$ cat config.mk
export PLATFORM = sky130hd
export DESIGN_NAME = sscg_profile_gen
export DESIGN_NICKNAME = d
export VERILOG_FILES = /design/src/rtl/sscg_pkg.sv /design/src/rtl/sscg_sel_decode.sv /design/src/rtl/sscg_tri_accum.sv /design/src/rtl/sscg_profile_gen.sv
export SDC_FILE = /design/constraint.sdc
export NUM_CORES = 1
export LEC_CHECK = 0
export CAP_MARGIN = 40
export CORE_MARGIN = 5
export CORE_UTILIZATION = 50
export CTS_CLUSTER_DIAMETER = 80
export CTS_CLUSTER_SIZE = 12
export DETAILED_ROUTE_END_ITERATION = 8
export PLACE_DENSITY_LB_ADDON = 0.1
export SYNTH_ARGS = -nofsm -noshare
export SYNTH_HDL_FRONTEND = slang
export SYNTH_SLANG_ARGS = --single-unit
export TNS_END_PERCENT = 100
$ cat constraint.sdc
create_clock -name clk -period 21.2 [get_ports clk]
set_input_delay 4.24 -clock clk [delete_from_list [all_inputs] [get_ports clk]]
set_output_delay 4.24 -clock clk [all_outputs]
set_load 0.005 [all_outputs]
$ cat src/rtl/sscg_pkg.sv
package sscg_pkg;

    typedef enum logic [1:0] {
        ST_OFF  = 2'd0,
        ST_RISE = 2'd1,
        ST_FALL = 2'd2,
        ST_HOLD = 2'd3
    } sscg_state_t;

    // Peak deviation in units of 0.001 percent, indexed by {rate, r1, r0}.
    function automatic int peak_milli(input int code);
        case (code)
            0:       return 1125;
            1:       return 1750;
            2:       return 750;
            3:       return 1250;
            4:       return 1250;
            5:       return 2000;
            default: return 0;
        endcase
    endfunction

endpackage

$ cat src/rtl/sscg_sel_decode.sv
module sscg_sel_decode #(
    parameter int FAST_PERIOD = 1152,
    parameter int SLOW_PERIOD = 1920,
    parameter int DEV_W       = 16,
    parameter int CNT_W       = 11,
    parameter int REM_W       = 12
) (
    input  logic [2:0]              code,
    output logic signed [DEV_W-1:0] peak,
    output logic [DEV_W-1:0]        step_q,
    output logic [REM_W-1:0]        step_r,
    output logic [REM_W-1:0]        half,
    output logic [CNT_W-1:0]        period_last,
    output logic [CNT_W-1:0]        half_last,
    output logic [CNT_W-1:0]        quarter,
    output logic                    reserved
);
    logic [DEV_W-1:0] pk_tab    [8];
    logic [DEV_W-1:0] q_tab     [8];
    logic [REM_W-1:0] r_tab     [8];
    logic [REM_W-1:0] half_tab  [8];
    logic [CNT_W-1:0] last_tab  [8];
    logic [CNT_W-1:0] hlast_tab [8];
    logic [CNT_W-1:0] qtr_tab   [8];

    for (genvar g = 0; g < 8; g++) begin : g_code
        localparam int PK  = sscg_pkg::peak_milli(g);
        localparam int PER = (g >= 4) ? SLOW_PERIOD : FAST_PERIOD;
        localparam int HF  = PER / 2;
        assign pk_tab[g]    = DEV_W'(PK);
        assign q_tab[g]     = DEV_W'((2 * PK) / HF);
        assign r_tab[g]     = REM_W'((2 * PK) % HF);
        assign half_tab[g]  = REM_W'(HF);
        assign last_tab[g]  = CNT_W'(PER - 1);
        assign hlast_tab[g] = CNT_W'(HF - 1);
        assign qtr_tab[g]   = CNT_W'(HF / 2);
    end

    always_comb begin
        peak        = pk_tab[code];
        step_q      = q_tab[code];
        step_r      = r_tab[code];
        half        = half_tab[code];
        period_last = last_tab[code];
        half_last   = hlast_tab[code];
        quarter     = qtr_tab[code];
        reserved    = code[2] & code[1];
    end

endmodule

$ cat src/rtl/sscg_tri_accum.sv
module sscg_tri_accum #(
    parameter int DEV_W = 16,
    parameter int REM_W = 12
) (
    input  logic                    clk,
    input  logic                    rst_n,
    input  logic                    clear,
    input  logic                    load,
    input  logic signed [DEV_W-1:0] load_val,
    input  logic                    step,
    input  logic                    up,
    input  logic [DEV_W-1:0]        step_q,
    input  logic [REM_W-1:0]        step_r,
    input  logic [REM_W-1:0]        half,
    output logic signed [DEV_W-1:0] dev
);
    logic [REM_W-1:0] rem;
    logic [REM_W:0]   rem_sum;
    logic             carry;
    logic [DEV_W-1:0] delta;

    always_comb begin
        rem_sum = {1'b0, rem} + {1'b0, step_r};
        carry   = (rem_sum >= {1'b0, half});
        delta   = step_q + {{(DEV_W-1){1'b0}}, carry};
    end

    always_ff @(posedge clk) begin
        if (!rst_n || clear) begin
            dev <= '0;
            rem <= '0;
        end else if (load) begin
            dev <= load_val;
            rem <= '0;
        end else if (step) begin
            rem <= carry ? REM_W'(rem_sum - {1'b0, half}) : rem_sum[REM_W-1:0];
            dev <= up ? (dev + $signed(delta)) : (dev - $signed(delta));
        end
    end

    // the fractional remainder stays below one half-period
    a_r5_rem_below_half: assert property (@(posedge clk) disable iff (!rst_n)
        rem < half);

endmodule

$ cat src/rtl/sscg_profile_gen.sv
module sscg_profile_gen #(
    parameter int FAST_PERIOD = 1152,
    parameter int SLOW_PERIOD = 1920,
    parameter int DEV_W       = 16
) (
    input  logic                    clk,
    input  logic                    rst_n,
    input  logic                    mod_en_n,
    input  logic                    rate_sel,
    input  logic [1:0]              range_sel,
    output logic signed [DEV_W-1:0] dev_out,
    output logic                    rsvd_flag
);
    import sscg_pkg::*;

    localparam int MAX_PERIOD = (SLOW_PERIOD > FAST_PERIOD) ? SLOW_PERIOD : FAST_PERIOD;
    localparam int CNT_W      = $clog2(MAX_PERIOD);
    localparam int REM_W      = $clog2(MAX_PERIOD) + 1;

    sscg_state_t      state, state_nxt;
    logic [2:0]       code_q;
    logic [CNT_W-1:0] phase, phase_nxt;
    logic             take_code, flag_nxt;
    logic             acc_clear, acc_load, acc_step, acc_up;
    logic signed [DEV_W-1:0] acc_load_val;

    logic [2:0] code_in;
    assign code_in = {rate_sel, range_sel};

    // decode of the incoming select
    logic signed [DEV_W-1:0] in_peak;
    logic [DEV_W-1:0]        in_q;
    logic [REM_W-1:0]        in_r, in_half;
    logic [CNT_W-1:0]        in_last, in_hlast, in_qtr;
    logic                    in_rsv;

    // decode of the latched select
    logic signed [DEV_W-1:0] q_peak;
    logic [DEV_W-1:0]        q_q;
    logic [REM_W-1:0]        q_r, q_half;
    logic [CNT_W-1:0]        q_last, q_hlast, q_qtr;
    logic                    q_rsv;

    sscg_sel_decode #(
        .FAST_PERIOD(FAST_PERIOD), .SLOW_PERIOD(SLOW_PERIOD),
        .DEV_W(DEV_W), .CNT_W(CNT_W), .REM_W(REM_W)
    ) u_dec_in (
        .code(code_in), .peak(in_peak), .step_q(in_q), .step_r(in_r),
        .half(in_half), .period_last(in_last), .half_last(in_hlast),
        .quarter(in_qtr), .reserved(in_rsv)
    );

    sscg_sel_decode #(
        .FAST_PERIOD(FAST_PERIOD), .SLOW_PERIOD(SLOW_PERIOD),
        .DEV_W(DEV_W), .CNT_W(CNT_W), .REM_W(REM_W)
    ) u_dec_q (
        .code(code_q), .peak(q_peak), .step_q(q_q), .step_r(q_r),
        .half(q_half), .period_last(q_last), .half_last(q_hlast),
        .quarter(q_qtr), .reserved(q_rsv)
    );

    // next state and accumulator control
    always_comb begin
        state_nxt    = state;
        phase_nxt    = phase;
        take_code    = 1'b0;
        flag_nxt     = 1'b0;
        acc_clear    = 1'b0;
        acc_load     = 1'b0;
        acc_load_val = '0;
        acc_step     = 1'b0;
        acc_up       = 1'b0;
        if (mod_en_n) begin
            state_nxt = ST_OFF;
            acc_clear = 1'b1;
            phase_nxt = '0;
        end else begin
            unique case (state)
                ST_OFF, ST_HOLD: begin
                    acc_clear = 1'b1;
                    if (in_rsv) begin
                        state_nxt = ST_HOLD;
                        flag_nxt  = 1'b1;
                        phase_nxt = '0;
                    end else begin
                        state_nxt = ST_RISE;
                        take_code = 1'b1;
                        phase_nxt = in_qtr;
                    end
                end
                ST_RISE: begin
                    acc_step  = 1'b1;
                    acc_up    = 1'b1;
                    phase_nxt = phase + 1'b1;
                    if (phase == q_hlast) state_nxt = ST_FALL;
                end
                ST_FALL: begin
                    if (phase == q_last) begin
                        phase_nxt = '0;
                        if (in_rsv) begin
                            state_nxt = ST_HOLD;
                            flag_nxt  = 1'b1;
                            acc_clear = 1'b1;
                        end else begin
                            state_nxt    = ST_RISE;
                            take_code    = 1'b1;
                            acc_load     = 1'b1;
                            acc_load_val = -in_peak;
                        end
                    end else begin
                        acc_step  = 1'b1;
                        phase_nxt = phase + 1'b1;
                    end
                end
            endcase
        end
    end

    // state register
    always_ff @(posedge clk) begin
        if (!rst_n) state <= ST_OFF;
        else        state <= state_nxt;
    end

    // phase, latched select and flag
    always_ff @(posedge clk) begin
        if (!rst_n) begin
            phase     <= '0;
            code_q    <= '0;
            rsvd_flag <= 1'b0;
        end else begin
            phase     <= phase_nxt;
            rsvd_flag <= flag_nxt;
            if (take_code) code_q <= code_in;
        end
    end

    sscg_tri_accum #(.DEV_W(DEV_W), .REM_W(REM_W)) u_accum (
        .clk(clk), .rst_n(rst_n), .clear(acc_clear), .load(acc_load),
        .load_val(acc_load_val), .step(acc_step), .up(acc_up),
        .step_q(q_q), .step_r(q_r), .half(q_half), .dev(dev_out)
    );

    // disabled at the previous edge gives zero deviation
    a_r2_off_zero: assert property (@(posedge clk) disable iff (!rst_n)
        $past(mod_en_n) |-> (dev_out == '0));

    // reserved flag only with zero deviation
    a_r7_flag_zero: assert property (@(posedge clk) disable iff (!rst_n)
        rsvd_flag |-> (dev_out == '0));

    // output bounded by the latched peak while sweeping
    a_r3_within_peak: assert property (@(posedge clk) disable iff (!rst_n)
        (state == ST_RISE || state == ST_FALL) |->
            (dev_out <= q_peak && dev_out >= -q_peak));

    // start-up lands on zero on the rising slope
    a_r9_start_zero: assert property (@(posedge clk) disable iff (!rst_n)
        ((state == ST_OFF || state == ST_HOLD) && !mod_en_n && !in_rsv) |=>
            (dev_out == '0 && state == ST_RISE));

    // rising slope never decreases
    a_r5_rise_monotone: assert property (@(posedge clk) disable iff (!rst_n)
        (state == ST_RISE && !mod_en_n) |=> (dev_out >= $past(dev_out)));

    // latched select holds inside a sweep
    a_r8_code_stable: assert property (@(posedge clk) disable iff (!rst_n)
        (!mod_en_n && (state == ST_RISE || (state == ST_FALL && phase != q_last)))
            |=> $stable(code_q));

endmodule

* Word level (Yosys, flattened, before mapping)
Memory sizes are Yosys's and may differ from the RTL's.
Cells that the tools add are included.
** Storage, ports and cells
- Bits in registers :: 45
- Memory bits (read-only) :: 712
- Input port bits :: 6
- Output and inout bits :: 17
- Logic and storage cells :: 87
- Memories kept :: 7
** Memory list
- (no name shown) :: words 8, bits a word 16, read ports 1, clocked after Yosys merged registers in 0, wr ports 0, line sscg_sel_decode.sv:40 : peak = pk_tab[code];
- (no name shown) :: words 8, bits a word 16, read ports 1, clocked after Yosys merged registers in 0, wr ports 0, line sscg_sel_decode.sv:41 : step_q = q_tab[code];
- (no name shown) :: words 8, bits a word 12, read ports 1, clocked after Yosys merged registers in 0, wr ports 0, line sscg_sel_decode.sv:42 : step_r = r_tab[code];
- (no name shown) :: words 8, bits a word 12, read ports 1, clocked after Yosys merged registers in 0, wr ports 0, line sscg_sel_decode.sv:43 : half = half_tab[code];
- (no name shown) :: words 8, bits a word 11, read ports 1, clocked after Yosys merged registers in 0, wr ports 0, line sscg_sel_decode.sv:46 : quarter = qtr_tab[code];
- (no name shown) :: words 8, bits a word 11, read ports 1, clocked after Yosys merged registers in 0, wr ports 0, line sscg_sel_decode.sv:44 : period_last = last_tab[code];
- +1 memories
** Cells by class
- Add/sub/neg operators :: 7
- Order comparisons :: 3
- Equal/unequal tests :: 7
- Mux-type cells :: 45
- Bitwise operators :: 4
- Reduce and logical (&&, ||, !) cells :: 8
** Operator list (number)
- $mux W16 :: 11
- $mux W11 :: 8
- $mux W12 :: 5
- $pmux W11 S3 :: 1
- $eq A11 B11 Y1 :: 2
- $add A16 B1 Y16 :: 1
- $add A16 B16 Y16 :: 1
- $neg A16 Y16 :: 1
- $sub A16 B16 Y16 :: 1
- $add A12 B12 Y13 :: 1
- $ge A13 B12 Y1 :: 1
- $mux W1 :: 12
- $sub A12 B12 Y12 :: 1
- $add A11 B1 Y11 const B :: 1
- $ge A4 B4 Y1 const B :: 2
- $not A3 Y4 :: 2
- $pmux W1 S2 :: 4
- $mux W2 :: 3
- $pmux W2 S3 :: 1
- $reduce_or A2 Y1 :: 3
- $eq A2 B2 Y1 const B :: 2
- $ne A2 B2 Y1 const B :: 2
- $eq A2 B1 Y1 const B :: 1
- $logic_not A2 Y1 :: 1
- 6 further kinds :: 6

* Depth between registers and ports, before layout
- Depth after elaboration :: 11
- Mapped depth :: 34
- Gate-level depth less buffers :: 33

* Modules after synthesis
Synthesis repeated with hierarchy kept, for this count alone.
** Unflattened totals
- Cell total of the unflattened synthesis :: 909
- Area total of the unflattened synthesis :: 6801.5 um^2
** By module, submodules not included
- sscg_tri_accum :: instances 1, cells an instance 498, area an instance 3767.4 um^2, seq. area each 560.5 um^2
- sscg_profile_gen :: instances 1, cells an instance 196, area an instance 1496.4 um^2, seq. area each 340.3 um^2
- sscg_sel_decode at u_dec_in :: instances 1, cells an instance 108, area an instance 780.7 um^2, seq. area each 0.0 um^2
- sscg_sel_decode at u_dec_q :: instances 1, cells an instance 107, area an instance 757.0 um^2, seq. area each 0.0 um^2

* Least setup slack after synthesis
No wires, ideal clock.
- Path type :: input to register
- Start :: input mod_en_n
- End :: register u_accum.dev[15]
- Library setup time :: 0.074 ns
- Data arrival time :: 7.317 ns
- Required time :: 21.126 ns
- Slack :: 13.808 ns
- Cell stages on the path :: 15
- Path buffers :: 1
- Cell sequence :: nand2b_1 buf_4 o21ai_0 ha_1 a211oi_1 o21bai_1 nand3b_1 a311oi_2 o21bai_1 maj3_2 a221oi_2 nor2_1 xnor2_1 or3_1 a31oi_1
** On the way
- Word-level cells in the longest chain between the ends :: 4
- Elaborated cells between the ends (all ways) :: 10
- Classes of those cells :: mux: 8; reduce/logical: 2
** Ends and longest elaborated chain
- from (decl) :: line sscg_profile_gen.sv:8 : input logic mod_en_n,
- $mux W1 :: line sscg_profile_gen.sv:73 : if (mod_en_n) begin
- $mux W16 :: line sscg_tri_accum.sv:37 : dev <= up ? (dev + $signed(delta)) : (dev - $signed(delta));
- $mux W16 :: line sscg_tri_accum.sv:35 : end else if (step) begin
- $mux W16 :: line sscg_tri_accum.sv:32 : end else if (load) begin
- to (signal assigned) :: line sscg_tri_accum.sv:33 : dev <= load_val;
- to (signal assigned) :: line sscg_tri_accum.sv:37
- to (decl) :: line sscg_tri_accum.sv:15 : output logic signed [DEV_W-1:0] dev
Parallel ways exist; a longest one is shown, timed or not. The select of a mux whose other input is x is not followed.
A chain may end at the register's enable or synchronous reset.

* Worst setup path in the final report
Ends and elaborated chain as after synthesis.

==> results.py <==
metrics = {
    "status": {
        "status": "finished clean",
    },
    "critical_path": {
        "worstPathMaxFanout": 8,
        "reg2reg_to": "u_accum.dev[15]",
        "rr_startpoint": "code_q[0]",
        "arrival_ns": 8.24,
        "critPathKind": "input port to register",
        "startpoint_type": "input port",
        "crit_required_ns": 21.43,
        "r2r_slack_ns": 13.53,
        "ff2ff_path_depth": 33,
        "cp-end-kind": "register",
    },
    "sta": {
        "setup_tns_ns": 0,
        "setup_slack_ns": 13.19,
        "hold_slack_ns": 0.4676,
        "report.final.setup_viol": 0,
        "rsz0062_at_grt": "no",
        "period_share_pct": 37.80,
        "period_needed_ns": 8.013,
        "maxSlewViolCount": 0,
        "skew_ns": 0.009908,
        "tightest_slew_ns": 0.7171,
        "relSlewSlack_pct": 52.19,
        "fmax_ghz": 0.1248,
        "finalHoldViolCount": 0,
    },
    "yosys": {
        "synth_edf_count": 0,
        "synth_area_um2": 3625,
        "ys_ff_latch": 44,
        "synthCells": 463,
        "yosysWarnings": 0,
        "synth_cell_types": 61,
        "synthFlopType": "dfxtp_1",
        "postSynthAreaPerCell_um2": 7.829,
        "seq_area_frac_synth_pct": 24.30,
        "synth_nets": 505,
        "async_reset_ff_share_pct": 0,
    },
    "routing": {
        "drt-total-wl_mm": 8.261,
        "wl_met2_mm": 3.855,
        "first_pass_iters": 4,
        "wl_per_cell_um": 14.39,
        "num_vias": 3220,
        "wl_met1_mm": 4.033,
        "ant_nets": 0,
        "drt-initial-drc-count": 122,
        "met3_wirelength_um": 250,
        "drc": 0,
        "maxUsedRoutingLayer": "met4",
        "viasPerCell": 5.610,
    },
    "layout": {
        "syn_to_final_growth_pct": 10.87,
        "fillerInstances": 688,
        "final_core_util_pct": 56.31,
        "drive_gt1_share_pct": 6.316,
        "diodes": 0,
        "fin_nets": 516,
    },
    "floorplan": {
        "start_util_pct": 50.79,
        "die_y_um": 95.15,
        "ioPinCount": 23,
        "rows": 31,
        "die_w_um": 95.15,
        "coreArea_um2": 7137,
        "die_area_um2": 9053,
    },
    "global_route": {
        "antenna_found_initial": 0,
        "grt_pass1_wl_mm": 13.88,
        "grt_pass1_vias": 3063,
        "grt_start_max_net_pins": 27,
        "grt_usage_pct": 19.00,
        "overflow": 0,
    },
    "clocking": {
        "htreeDepth": 2,
        "cts_hold_buf": 0,
        "cts_resized": 0,
        "clock-root-buffer": "clkbuf_8",
        "cts_buffers": 5,
        "clock_sinks": 44,
        "clk_pin_slew_ns": 0.10,
        "cts_tree": "built",
        "clk_latency_ns": 0.31,
        "cts_setup_buffers": 0,
        "cts_buffer_depth": 2,
    },
    "placed_design": {
        "io_buffers": 22,
        "place_congestion": 0.8432,
        "dp_hpwl_mm": 6.176,
        "post-place-ws_ns": 12.89,
    },
    "job": {
        "drv_cap": 0,
    },
    "hold_path": {
        "hold_path.class": "register to register",
        "worstHoldStart": "u_accum.rem[4]",
        "holdPathStages": 2,
        "whs_endpoint": "u_accum.rem[4]",
    },
    "power": {
        "vdd_drop_max_mv": 0.03275,
        "powerDensity_nw_per_um2": 51.78,
        "p_leak_nw": 1.612,
    },
}
where the power goes:
part	internal (W)	leakage (nW)	switching [W]	total, W
registers	0.0000839	0.356	0.00000238	0.0000863
clock network	0.0000356	0.0548	0.0000336	0.0000692
logic	0.0000216	1.20	0.0000310	0.0000526
total	0.000141	1.61	0.0000670	0.000208
metal layers:
layer	global-route usage, %	vias up
met2	31.14	41
met5	0	-
met1	25.34	1514
li1	-	1654
met3	3.236	11
met4	6.010	0
layout by cell type (no fill, tap or decap), types with 8 or more instances in the layout:
master | Yosys | layout
xnor2_1 | 29 | 29
dfxtp_1 | 44 | 44
a21o_1 | 13 | 13
ha_1 | 33 | 33
a21oi_1 | 42 | 42
nor3_1 | 9 | 8
nand2_1 | 47 | 47
a211oi_1 | 11 | 11
clkdlybuf4s50_1 | 0 | 22
inv_1 | 25 | 25
xor2_1 | 13 | 13
nor2_1 | 47 | 47
nand3_1 | 10 | 10
o21ai_0 | 20 | 20
layout make-up:
class	instances	area [um^2]	share of cell area, %
clock buffer	5	68.82	1.712
sequential	44	880.8	21.92
clock inverter	3	46.29	1.152
tap	99	123.9	3.082
multi-input combinational	373	2562	63.76
inverter	25	93.84	2.335
timing repair buffer	25	242.7	6.040
worst max path at each step:
stage                     startpoint  depth (start not counted)  slack [ns]               to
after global placement      mod_en_n                         15       13.06  u_accum.dev[15]
after detailed placement    mod_en_n                         15       12.89  u_accum.dev[15]
after floorplan             mod_en_n                         15       13.81  u_accum.dev[15]
final                       mod_en_n                         15       13.19  u_accum.dev[15]
after CTS                   mod_en_n                         15       13.20  u_accum.dev[15]
after global routing       code_q[0]                         33       12.86  u_accum.dev[15]
state kept, by name, indices dropped and copies added, names as in the netlist:
| name | flops |
|---|---|
| u_accum.dev | 16 |
| phase | 11 |
| u_accum.rem | 11 |
| code_q | 3 |
| state | 2 |
| rsvd_flag | 1 |
critical path, cell delays in order:
cell and delay (ns):
clkdlybuf4s50_1 0.52, nand2b_1 0.32, o21ai_0 0.36, ha_1 0.31
a211oi_1 0.31, o21bai_1 0.14, nand3b_1 0.19, a311oi_2 0.34
o21bai_1 0.17, maj3_2 0.37, a221oi_2 0.26, nor2_1 0.09
xnor2_1 0.14, or3_1 0.32, a31oi_1 0.15
stage by stage:
| stage | instance area (um^2) | power (W) | instances |
|---|---|---|---|
| after floorplan | 3625 | 0.0001298 | 463 |
| after global placement | 3904 | 0.0001394 | 566 |
| after detailed placement | 3904 | 0.0001405 | 566 |
| after CTS | 4019 | 0.0002104 | 574 |
| after global routing | 4019 | 0.0002208 | 574 |
| final | 4019 | 0.0002081 | 574 |
logic make-up after synthesis:
kind of cell / synth area share [%]
and+or+nand+nor: 20.71
AOI/OAI and AO/OA: 23.54
adders and majority gates: 14.46
xor gates and xnor gates: 10.15
muxes: 1.691
buffers and inverters: 5.143
DFF: 24.30
cell usage after synthesis, drive strengths merged (4+ instances only):
cell / count / area (um^2)
mux2i: 5 / 50.05
a211oi: 11 / 82.58
ha: 33 / 412.9
xnor2: 29 / 254.0
nand3: 11 / 60.06
xor2: 13 / 113.9
inv: 25 / 93.84
nor3b: 4 / 35.03
a31oi: 7 / 43.79
nand2b: 7 / 43.79
nor2b: 6 / 37.54
o21bai: 5 / 37.54
a311oi: 5 / 56.31
nor2: 47 / 176.4
o21ai: 22 / 110.1
buf: 10 / 50.04
a21oi: 42 / 210.2
clkbuf: 11 / 42.54
and3: 4 / 25.02
o211ai: 6 / 55.05
dfxtp: 44 / 880.8
nor3: 10 / 55.05
nand2: 47 / 176.4
and2: 4 / 30.03
maj3: 5 / 51.30
or3: 6 / 37.54
a21o: 13 / 97.59
Note: power is estimated with default switching activity, not from simulation.
